## src/rtl/dqpsk_pkg.sv

```systemverilog
package dqpsk_pkg;
  localparam int PHASE_W = 3;

  typedef struct packed {
    logic clear;   // return phase to reference
    logic step;    // apply one dibit step this edge
    logic xBit;    // first member of the pair
    logic yBit;    // second member of the pair
  } ctrlStrobes_t;

  function automatic logic [PHASE_W-1:0] stepOf(input logic x, input logic y);
    case ({x, y})
      2'b00:   stepOf = 3'd1;
      2'b01:   stepOf = 3'd3;
      2'b10:   stepOf = 3'd7;
      default: stepOf = 3'd5;
    endcase
  endfunction
endpackage

```

## src/rtl/dqpsk_ctrl.sv

```systemverilog
module dqpsk_ctrl
  import dqpsk_pkg::*;
(
  input  logic         clk,
  input  logic         rstN,
  input  logic         clearIn,
  input  logic         bitValid,
  input  logic         bitIn,
  output ctrlStrobes_t strobes
);
  logic pending;
  logic heldX;

  always_ff @(posedge clk or negedge rstN) begin
    if (!rstN) begin
      pending <= 1'b0;
      heldX   <= 1'b0;
    end else if (clearIn) begin
      pending <= 1'b0;
    end else if (bitValid) begin
      pending <= ~pending;
      if (!pending) heldX <= bitIn;
    end
  end

  always_comb begin
    strobes.clear = clearIn;
    strobes.step  = bitValid & pending & ~clearIn;
    strobes.xBit  = heldX;
    strobes.yBit  = bitIn;
  end


  pair_spacing_chk: assert property (@(posedge clk) disable iff (!rstN)
    strobes.step |=> !strobes.step);


  idle_hold_chk: assert property (@(posedge clk) disable iff (!rstN)
    (!bitValid && !clearIn) |=> ($stable(pending) && $stable(heldX)));
endmodule

```

## src/rtl/dqpsk_datapath.sv

```systemverilog
module dqpsk_datapath
  import dqpsk_pkg::*;
#(
  parameter int SAMPLE_W = 12,
  parameter bit USE_IQ   = 1'b1
)(
  input  logic                       clk,
  input  logic                       rstN,
  input  ctrlStrobes_t               strobes,
  output logic [PHASE_W-1:0]         phaseIdx,
  output logic                       symValid,
  output logic signed [SAMPLE_W-1:0] iOut,
  output logic signed [SAMPLE_W-1:0] qOut
);
  localparam int UNIT = 1 << (SAMPLE_W - 2);
  localparam int DIAG = (UNIT * 181 + 128) / 256;
  localparam logic signed [SAMPLE_W-1:0] P1 = SAMPLE_W'(UNIT);
  localparam logic signed [SAMPLE_W-1:0] PD = SAMPLE_W'(DIAG);

  logic [PHASE_W-1:0] phaseQ;
  logic               symQ;

  always_ff @(posedge clk or negedge rstN) begin
    if (!rstN) begin
      phaseQ <= '0;
      symQ   <= 1'b0;
    end else if (strobes.clear) begin
      phaseQ <= '0;
      symQ   <= 1'b0;
    end else begin
      symQ <= strobes.step;
      if (strobes.step) phaseQ <= phaseQ + stepOf(strobes.xBit, strobes.yBit);
    end
  end

  assign phaseIdx = phaseQ;
  assign symValid = symQ;

  generate
    if (USE_IQ) begin : g_iq
      always_comb begin
        case (phaseQ)
          3'd0: begin iOut =  P1; qOut =  '0; end
          3'd1: begin iOut =  PD; qOut =  PD; end
          3'd2: begin iOut =  '0; qOut =  P1; end
          3'd3: begin iOut = -PD; qOut =  PD; end
          3'd4: begin iOut = -P1; qOut =  '0; end
          3'd5: begin iOut = -PD; qOut = -PD; end
          3'd6: begin iOut =  '0; qOut = -P1; end
          default: begin iOut = PD; qOut = -PD; end
        endcase
      end
    end else begin : g_noiq
      assign iOut = '0;
      assign qOut = '0;
    end
  endgenerate


  parity_flip_chk: assert property (@(posedge clk) disable iff (!rstN)
    (strobes.step) |=> (phaseQ[0] != $past(phaseQ[0])));


  clear_effect_chk: assert property (@(posedge clk) disable iff (!rstN)
    strobes.clear |=> (phaseQ == '0 && !symQ));


  strobe_source_chk: assert property (@(posedge clk) disable iff (!rstN)
    symQ |-> $past(strobes.step));


  axis_level_chk: assert property (@(posedge clk) disable iff (!rstN)
    USE_IQ |-> ((iOut == '0 || qOut == '0) == !phaseQ[0]));
endmodule

```

## src/rtl/dqpsk_phase_enc.sv

```systemverilog
module dqpsk_phase_enc
  import dqpsk_pkg::*;
#(
  parameter int SAMPLE_W = 12,
  parameter bit USE_IQ   = 1'b1
)(
  input  logic                       clk,
  input  logic                       rstN,
  input  logic                       clearIn,
  input  logic                       bitValid,
  input  logic                       bitIn,
  output logic [2:0]                 phaseIdx,
  output logic                       symValid,
  output logic signed [SAMPLE_W-1:0] iOut,
  output logic signed [SAMPLE_W-1:0] qOut
);
  ctrlStrobes_t strobes;

  dqpsk_ctrl u_ctrl (
    .clk(clk), .rstN(rstN), .clearIn(clearIn),
    .bitValid(bitValid), .bitIn(bitIn), .strobes(strobes)
  );

  dqpsk_datapath #(.SAMPLE_W(SAMPLE_W), .USE_IQ(USE_IQ)) u_dp (
    .clk(clk), .rstN(rstN), .strobes(strobes),
    .phaseIdx(phaseIdx), .symValid(symValid), .iOut(iOut), .qOut(qOut)
  );
endmodule

```

## config.mk

```make
export PLATFORM = sky130hd
export DESIGN_NAME = dqpsk_phase_enc
export DESIGN_NICKNAME = d
export VERILOG_FILES = /design/src/rtl/dqpsk_pkg.sv /design/src/rtl/dqpsk_ctrl.sv /design/src/rtl/dqpsk_datapath.sv /design/src/rtl/dqpsk_phase_enc.sv
export SDC_FILE = /design/constraint.sdc
export NUM_CORES = 1
export LEC_CHECK = 0
export BUFFER_PORTS_ARGS = -buffer_cell sky130_fd_sc_hd__buf_2
export CORE_UTILIZATION = 36
export DETAILED_ROUTE_END_ITERATION = 6
export GPL_TIMING_DRIVEN = 0
export PLACE_DENSITY = 0.79
export SLEW_MARGIN = 0
export SYNTH_ARGS = -nofsm -noshare
export SYNTH_HDL_FRONTEND = slang
export SYNTH_SLANG_ARGS = --single-unit
```

## constraint.sdc

```tcl
create_clock -name clk -period 1.9 [get_ports clk]
set_input_delay 0.19 -clock clk [delete_from_list [all_inputs] [get_ports clk]]
set_output_delay 0.19 -clock clk [all_outputs]
set_load 0.03 [all_outputs]
```

* Yosys cells after proc, flatten, opt, wreduce, memory -nomap -nowiden
Index checks and enable logic that the tools add are counted.
** Storage, ports and cells
- Bits in registers :: 6
- Input port bits :: 5
- Word-level logic and storage cells :: 36
** Operators by class
- Add/sub/neg operators :: 1
- Equality and inequality tests :: 8
- Mux-type cells :: 10
- Bitwise gates (word level) :: 4
- Reductions and logical operators :: 9
** Operator list (count)
- $pmux 12 s4 :: 2
- $mux 3 :: 4
- $eq 3x3->1 const B :: 3
- $pmux 3 s3 :: 1
- $reduce_or 2->1 :: 4
- $eq 3x2->1 const B :: 2
- $reduce_bool 2->1 :: 2
- $add 3x3->3 :: 1
- $eq 3x1->1 const B :: 1
- $logic_not 3->1 :: 1
- $mux 1 :: 3
- $reduce_and 3->1 :: 1
- $and 1x1->1 :: 2
- $eq 2x1->1 const B :: 1
- $eq 2x2->1 const B :: 1
- $logic_not 2->1 :: 1
- $not 1->1 :: 2

* Logic depth before layout (Yosys ltp)
Gate-level depths: netlist of the first run.
- Word-level depth :: 7
- Gate-level depth with buffers :: 6
- Depth with buffers taken out :: 6

* Hierarchy
From an unflattened synthesis of the first run, not the netlist that was laid out.
** Second synthesis, totals
- Cell total of the unflattened synthesis :: 58
- Area total of the unflattened synthesis :: 534.3 um^2
** Modules (own cells, without submodules)
- dqpsk_datapath :: instances 1, cells each 48, area an instance 411.6 um^2
- dqpsk_ctrl :: instances 1, cells each 10, area an instance 122.6 um^2

* Worst setup path before layout of the first run
Ideal clock, no wire load.
- Path type :: register to register
- From :: reg u_dp.phaseQ[0] (netlist: u_dp.phaseIdx[0])
- To :: reg u_dp.phaseQ[2] (netlist: u_dp.phaseIdx[2])
- Library setup time :: 0.127 ns
- Arrival time :: 1.937 ns
- Required time :: 1.773 ns
- Setup slack :: -0.165 ns
- Cell stages (with the launch flop) :: 6
- Path buffers :: 0
- Clock period less this slack :: 2.065 ns
- Cell sequence :: dfrtp_1 inv_1 fa_1 or3_1 a21oi_2 mux2_1
** Between the ends
- Word-level cells in the longest chain between the ends :: 3
** Ends and longest elaborated chain
- start, declared :: RTL line dqpsk_datapath.sv:20 : logic [PHASE_W-1:0] phaseQ;
- start signal, assigned :: RTL line dqpsk_datapath.sv:32 : if (strobes.step) phaseQ <= phaseQ + stepOf(strobes.xBit, strobes.yBit);
- $add 3x3->3 :: RTL line dqpsk_datapath.sv:32
- $mux 3 :: RTL line dqpsk_datapath.sv:32
- $mux 3 :: RTL line dqpsk_datapath.sv:27 : end else if (strobes.clear) begin
No other way between the ends. The select of a mux whose other input is x is not followed.
A chain may end at the register's enable or synchronous reset.

* Worst setup path in the final report of the first run
- From :: reg u_ctrl.heldX
- To :: reg u_dp.phaseQ[2] (netlist: u_dp.phaseIdx[2])
** Between the ends
- Word-level cells in the longest chain between the ends :: 7
- Elaborated cells between the ends (all ways) :: 9
- Those cells by class :: 1 x add/sub; 2 x eq/ne; 5 x mux; 1 x reduce/logical
** Ends and longest elaborated chain
- start, declared :: RTL line dqpsk_ctrl.sv:12 : logic heldX;
- start signal, assigned :: RTL line dqpsk_ctrl.sv:22 : if (!pending) heldX <= bitIn;
- $eq 2x2->1 (tied with other cells) :: RTL line dqpsk_pkg.sv:12 : case ({x, y})
- $pmux 3 s3 * :: RTL line dqpsk_pkg.sv:12
- $mux 3 * :: RTL line dqpsk_datapath.sv:32
- $mux 3 * :: RTL line dqpsk_datapath.sv:27
- $add 3x3->3 * :: RTL line dqpsk_datapath.sv:32
- $mux 3 * :: RTL line dqpsk_datapath.sv:32
- $mux 3 * :: RTL line dqpsk_datapath.sv:27
Every way passes the cells marked *; elsewhere a longest branch is shown, timed or not. The select of a mux whose other input is x is not followed.

==> flow_summary.json, run 1 <==
{
  "grt_pass1_vias": 359,
  "timing.critical_path.required_ps": 2030,
  "synth.area.top_cells": "sky130_fd_sc_hd__dfrtp_1, sky130_fd_sc_hd__buf_4, sky130_fd_sc_hd__xnor2_1",
  "timing.critical_path.slowest_stage_cell": "sky130_fd_sc_hd__dfrtp_1",
  "synth.yosys.seq_area_share": 0.2985,
  "die-height_um": 39.38,
  "postSynthAreaPerCell_um2": 8.824,
  "synth_cell_type_count": 24,
  "setup_viol_count_final": 0,
  "antenna_violations_before_repair": 0,
  "post-route-min-period_ps": 1865,
  "final_core_utilization": 0.5788,
  "floorplan.initialDensity": 0.3865,
  "detail_route.wirelength_um": 979,
  "critPathBufInv": 0,
  "setup.reg_to_reg.worst_slack_ps": 40,
  "power_frac_clock": 0.238,
  "route.antenna.remaining_nets": 0,
  "number_of_enable_flip_flop_cells_after_synthesis": 0,
  "slew_violations": 0,
  "postSynth.asyncResetShare": 1.000,
  "synth_flop_cell": "sky130_fd_sc_hd__dfrtp_1",
  "post_drt_via_cell_ratio": 4.259,
  "timing.critical_path.fanout_max": 2,
  "routedWlPerCell_um": 9.065,
  "regArea_um2": 152.6,
  "critical_path.cell_chain": "ha_4 > fa_2 > or3_4 > a21oi_4 > mux2_4",
  "design.final.nets": 103,
  "drt_iter0_drc": 5,
  "p_comb_frac": 0.459,
  "stdcell_count": 108,
  "grtUsageTotal": 0.1338,
  "clk_pin_slew_worst_paths_ps": 50,
  "fraction_of_layout_instances_using_a_drive_strength_above_1": 0.6129,
  "timing.hold.worst.class": "in2reg",
  "grt_max_degree": 9,
  "htree_levels": 1,
  "pwr_dens_mw_per_mm2": 670.5,
  "ys_ff_latch": 6,
  "vdd.ir_drop.worst_v": 0.0003388,
  "tritoncts_num_sinks": 6,
  "design.die.area_mm2": 0.001551,
  "critPathLaunchType": "register",
  "tritoncts": "built",
  "post-route-drc-count": 0,
  "max-cap-violations": 0,
  "internal_power_uw": 303.6,
  "drt_pass_1_iters": 4,
  "post_synth_most_frequent_cells": "sky130_fd_sc_hd__buf_4, sky130_fd_sc_hd__dfrtp_1, sky130_fd_sc_hd__nor2_1, sky130_fd_sc_hd__xnor2_1",
  "fillCellCount": 121,
  "power.switching_fraction": 0.3990,
  "post-synth-top-area-fraction": 0.2985,
  "diodes": 0,
  "status": "finished clean",
  "worstSetupEndpointType": "register",
  "yosys_warnings": 0,
  "leakage_uw": 0.0004422,
  "multiInputGateArea_um2": 266.5,
  "area_grow_syn2layout_pct": 49.75,
  "mappedNetlistArea_um2": 503.0,
  "worst_skew_pair.late_latency_ps": 250,
  "ioPinCount": 33,
  "grt_remaining_overflow": 0,
  "synth_cells": 57,
  "dr_total_vias": 460,
  "power_switching_uw": 201.5,
  "final_hold_fails": 0,
  "yosysMostFrequentCell": "sky130_fd_sc_hd__buf_4",
  "clock-skew-final_ps": 4.519,
  "max_clock_freq_mhz": 536.3,
  "power.share.sequential": 0.302,
  "root_buffer": "sky130_fd_sc_hd__clkbuf_4",
  "cts_buffers": 3,
  "ctsLongestPathBuffers": 2,
  "criticalPathCategory": "reg2reg",
  "grt_pass1_wl_mm": 1.324,
  "die_width_um": 39.38,
  "rsz_0062_raised_after_global_routing": "no",
  "path_delay_family": "adder cells",
  "numPlacedInstances": 103,
  "layout_worst_path_cycle_share": 0.9814,
  "place.port_buffers": 28,
  "worst-endpoint-arrival_ps": 1990,
  "finalWeightedCongestion": 0.7318,
  "coreArea_mm2": 0.001301,
  "netlist.top_cell.by_area": "sky130_fd_sc_hd__dfrtp_1",
  "cpPeakStageDelay_ps": 400,
  "fp-row-count": 13
}
## area by class of cell
cell class / instances / area share
Sequential cell: 6 / 0.2027
Inverter: 3 / 0.01495
Buffer: 17 / 0.1645
Multi-Input combinational cell: 34 / 0.3538
Timing Repair Buffer: 30 / 0.2093
Clock buffer: 3 / 0.02990
Tap cell: 15 / 0.02492
## layer usage
layer  track usage  vias up  share of wire
met4        0.1034        0          0.012
met2        0.2375       33           0.46
met3       0.03409        2           0.12
met1        0.1298      195           0.41
li1              -      230              -
met5             0        -              0
## state kept, by name, summed over array words and instances, names as in the netlist
register,cells
u_ctrl.heldX,1
u_dp.symValid,1
u_ctrl.pending,1
u_dp.phaseIdx,3
## logic make-up after synthesis
family,after synthesis,synth area share
buf+inv,20,0.2562
xor+xnor,4,0.06964
simple gates,15,0.1567
fa+ha+maj,3,0.08955
mux,2,0.04477
compound gates,6,0.07712
other cells,1,0.007456
flops,6,0.2985
## per-stage QoR
step	total power [uW]	instance area [um^2]	hold WS (ps)	TNS, ps	setup WS [ps]
floorplan	315.8	525.5	-105.6	0	0.3237
global placement	361.5	684.4	20.63	-41.99	-41.99
detailed placement	366.1	684.4	25.70	-75.49	-75.49
CTS	504.6	740.7	162.3	0	36.70
global route	541.0	753.2	175.6	0	3.576
finish	505.1	753.2	172.7	0	35.43
## cell usage in the layout (no fill, tap or decap), drive strengths merged
| cell | netlist | routed |
|---|---|---|
| mux2 | 2 | 2 |
| clkbuf | 2 | 5 |
| a21o | 1 | 1 |
| or3b | 1 | 1 |
| nand2 | 3 | 3 |
| dlygate4sd3 | 0 | 1 |
| nor2 | 5 | 5 |
| conb | 1 | 4 |
| xnor2 | 4 | 4 |
| nor2b | 1 | 1 |
| a21oi | 2 | 2 |
| or3 | 1 | 1 |
| or2 | 1 | 1 |
| and2 | 2 | 2 |
| o21ai | 2 | 2 |
| fa | 1 | 1 |
| dfrtp | 6 | 6 |
| buf | 15 | 44 |
| o21a | 1 | 1 |
| and3b | 1 | 1 |
| ha | 2 | 2 |
| inv | 3 | 3 |
## path summary, 6_finish.rpt
kind	startpoint	endpoint	cells after the start
hold / removal	clearIn	u_dp.phaseIdx[1]	2
setup / recovery	u_ctrl.heldX	u_dp.phaseIdx[2]	5
min in group asynchronous	rstN	u_ctrl.pending	2
setup reg to reg	u_ctrl.heldX	u_dp.phaseIdx[2]	5
hold reg to reg	u_ctrl.pending	u_ctrl.pending	2
max in group asynchronous	rstN	u_dp.phaseIdx[0]	2
## power groups by stage
stage	Clock, uW	Sequential (uW)	Combinational [uW]
after floorplan	0	163	153
after global placement	0	153	208
after detailed placement	0	154	212
after CTS	126	153	226
after global routing	131	155	255
final	120	153	232
## timing repair
item	CTS	global route
pin swaps	2	1
setup buffers	1	0
gates resized for setup	2	2
hold buffers	1	0
endpoints found under the hold margin	6	0
cloned	0	0
setup endpoints to repair	1	1
Note: power is estimated with default switching activity, not from simulation.
==> run 2, diff against run 1 <==
REMOVE_ABC_BUFFERS = 1   (was not set)
==> flow_summary.json, run 2 (synthesis gave the netlist of run 1 again) <==
{
  "status": "finished clean",
  "fp-row-count": 13,
  "timing.critical_path.fanout_max": 2,
  "post_drt_via_cell_ratio": 4.495,
  "max_clock_freq_mhz": 539.4,
  "stdcell_count": 91,
  "worst_flop_to_flop_path_endpoint": "u_dp.phaseIdx[2]",
  "detailed_place_hpwl_um": 636.2,
  "worst_skew_pair.late_latency_ps": 240,
  "cts_buffers": 3,
  "timing.hold.worst_path_depth": 2,
  "die-height_um": 39.38,
  "htree_levels": 1,
  "fillCellCount": 140,
  "routedWlPerCell_um": 9.484,
  "finalWeightedCongestion": 0.6969,
  "ioPinCount": 33,
  "clk_pin_slew_worst_paths_ps": 40,
  "route.antenna.remaining_nets": 0,
  "critPathLaunchType": "register",
  "internal_power_uw": 275.8,
  "hold_path.startpoint": "clearIn",
  "power.share.sequential": 0.336,
  "dpl_worst_slack_ps": -91.59,
  "post-route-drc-count": 0,
  "leakage_uw": 0.0003566,
  "pwr_dens_mw_per_mm2": 752.5,
  "clock-skew-final_ps": 0.7892,
  "vdd.ir_drop.worst_v": 0.0003456,
  "tritoncts": "built",
  "rsz_0062_raised_after_global_routing": "yes",
  "numPlacedInstances": 86,
  "fraction_of_layout_instances_using_a_drive_strength_above_1": 0.5263,
  "grt_max_degree": 9,
  "die_width_um": 39.38,
  "diodes": 0,
  "commonest_non_fill_non_tap_cell_in_the_layout": "sky130_fd_sc_hd__buf_2",
  "area_grow_syn2layout_pct": 22.39,
  "power.switching_fraction": 0.4047,
  "largest_reg_flops": 3,
  "post-route-min-period_ps": 1854,
  "root_buffer": "sky130_fd_sc_hd__clkbuf_4",
  "ctsLongestPathBuffers": 2,
  "antenna_violations_before_repair": 0,
  "minimum_setup_slack_in_the_final_design_ps": 46.12,
  "timing.critical_path.required_ps": 2030,
  "detail_route.wirelength_um": 863,
  "design_power_total_uw": 463.2,
  "power_frac_clock": 0.252,
  "p_comb_frac": 0.412,
  "design.die.area_mm2": 0.001551,
  "worstSetupEndpointType": "register",
  "hold-worst-slack_ps": 181.5,
  "dr_total_vias": 409,
  "setup.reg_to_reg.worst_slack_ps": 50,
  "design.final.nets": 86,
  "timing.hold.worst.class": "in2reg",
  "worst-endpoint-arrival_ps": 1980,
  "reg2reg_launch_point": "u_ctrl.heldX",
  "coreArea_mm2": 0.001301,
  "min_to": "u_dp.phaseIdx[0]",
  "tritoncts_num_sinks": 6,
  "setup_viol_count_final": 0,
  "drt_pass_1_iters": 3,
  "drt_iter0_drc": 2,
  "grtUsageTotal": 0.1299,
  "mostFrequentLayoutCells": "sky130_fd_sc_hd__buf_2, sky130_fd_sc_hd__nor2_1, sky130_fd_sc_hd__dfrtp_1, sky130_fd_sc_hd__xnor2_1, sky130_fd_sc_hd__conb_1",
  "power_switching_uw": 187.5,
  "max-cap-violations": 0,
  "final_core_utilization": 0.4731,
  "final_hold_fails": 0,
  "r2r.worst_path.cells": 5,
  "layout_worst_path_cycle_share": 0.9757,
  "criticalPathCategory": "reg2reg",
  "grt_pass1_wl_mm": 1.276,
  "grt_remaining_overflow": 0,
  "place.port_buffers": 28,
  "floorplan.initialDensity": 0.3865,
  "grt_pass1_vias": 315,
  "slew_violations": 0
}
## run 2: per-layer routing
metal,track usage,vias up,wire (um),share of wire
li1,-,198,-,-
met1,0.1220,179,373,0.43
met2,0.2333,32,375,0.43
met3,0.03409,0,114,0.13
met4,0.1034,0,0,0
met5,0,-,0,0
## run 2: cell type report
| type | instances | area (um^2) | share of cell area |
|---|---|---|---|
| multi-input cells | 34 | 254.0 | 0.4126 |
| inverters | 3 | 11.26 | 0.01829 |
| clock buffers | 3 | 22.52 | 0.03659 |
| well taps | 15 | 18.77 | 0.03049 |
| repair buffers | 30 | 157.7 | 0.2561 |
| flip-flops and latches | 6 | 151.4 | 0.2459 |
## run 2: what timing repair did
| action | 4_1_cts | 5_1_grt |
|---|---|---|
| hold buffers | 1 | 0 |
| hold endpoints to repair | 6 | 0 |
| resized for setup | 4 | 1 |
| setup endpoints to repair | 1 | 1 |
| setup buffers | 1 | 0 |
| pin swaps | 1 | 0 |
## run 2: how the worst max path moves through the flow
stage                      from          endpoint  slack, ps
3_3_place_gp       u_ctrl.heldX  u_dp.phaseIdx[2]        -50
2_1_floorplan  u_dp.phaseIdx[0]          iOut[10]      -1710
4_1_cts            u_ctrl.heldX  u_dp.phaseIdx[2]          3
6_report           u_ctrl.heldX  u_dp.phaseIdx[2]         50
3_5_place_dp       u_ctrl.heldX  u_dp.phaseIdx[2]        -90
5_1_grt            u_ctrl.heldX  u_dp.phaseIdx[2]        -20
## run 2: power by group through the flow
| stage | Combinational [uW] | Clock, uW | Sequential, uW |
|---|---|---|---|
| 6_report | 191 | 117 | 156 |
| 5_1_grt | 212 | 133 | 157 |
| 4_1_cts | 191 | 127 | 155 |
| 3_5_place_dp | 177 | 0 | 156 |
| 3_3_place_gp | 174 | 0 | 155 |
| 2_1_floorplan | 113 | 0 | 172 |
## run 2: metrics by stage
step	TNS (ps)	cell area (um^2)
6_report	0	615.6
5_1_grt	-15.93	615.6
4_1_cts	0	613.1
3_5_place_dp	-91.59	555.5
3_3_place_gp	-50.08	555.5
2_1_floorplan	-11300	396.6
## run 2: worst max-delay path, stage by stage, from the launching register on
cell and delay (ps):
sky130_fd_sc_hd__dfrtp_1 400, sky130_fd_sc_hd__ha_4 230, sky130_fd_sc_hd__fa_2 320, sky130_fd_sc_hd__or3_1 320, sky130_fd_sc_hd__a21oi_2 150, sky130_fd_sc_hd__mux2_4 310
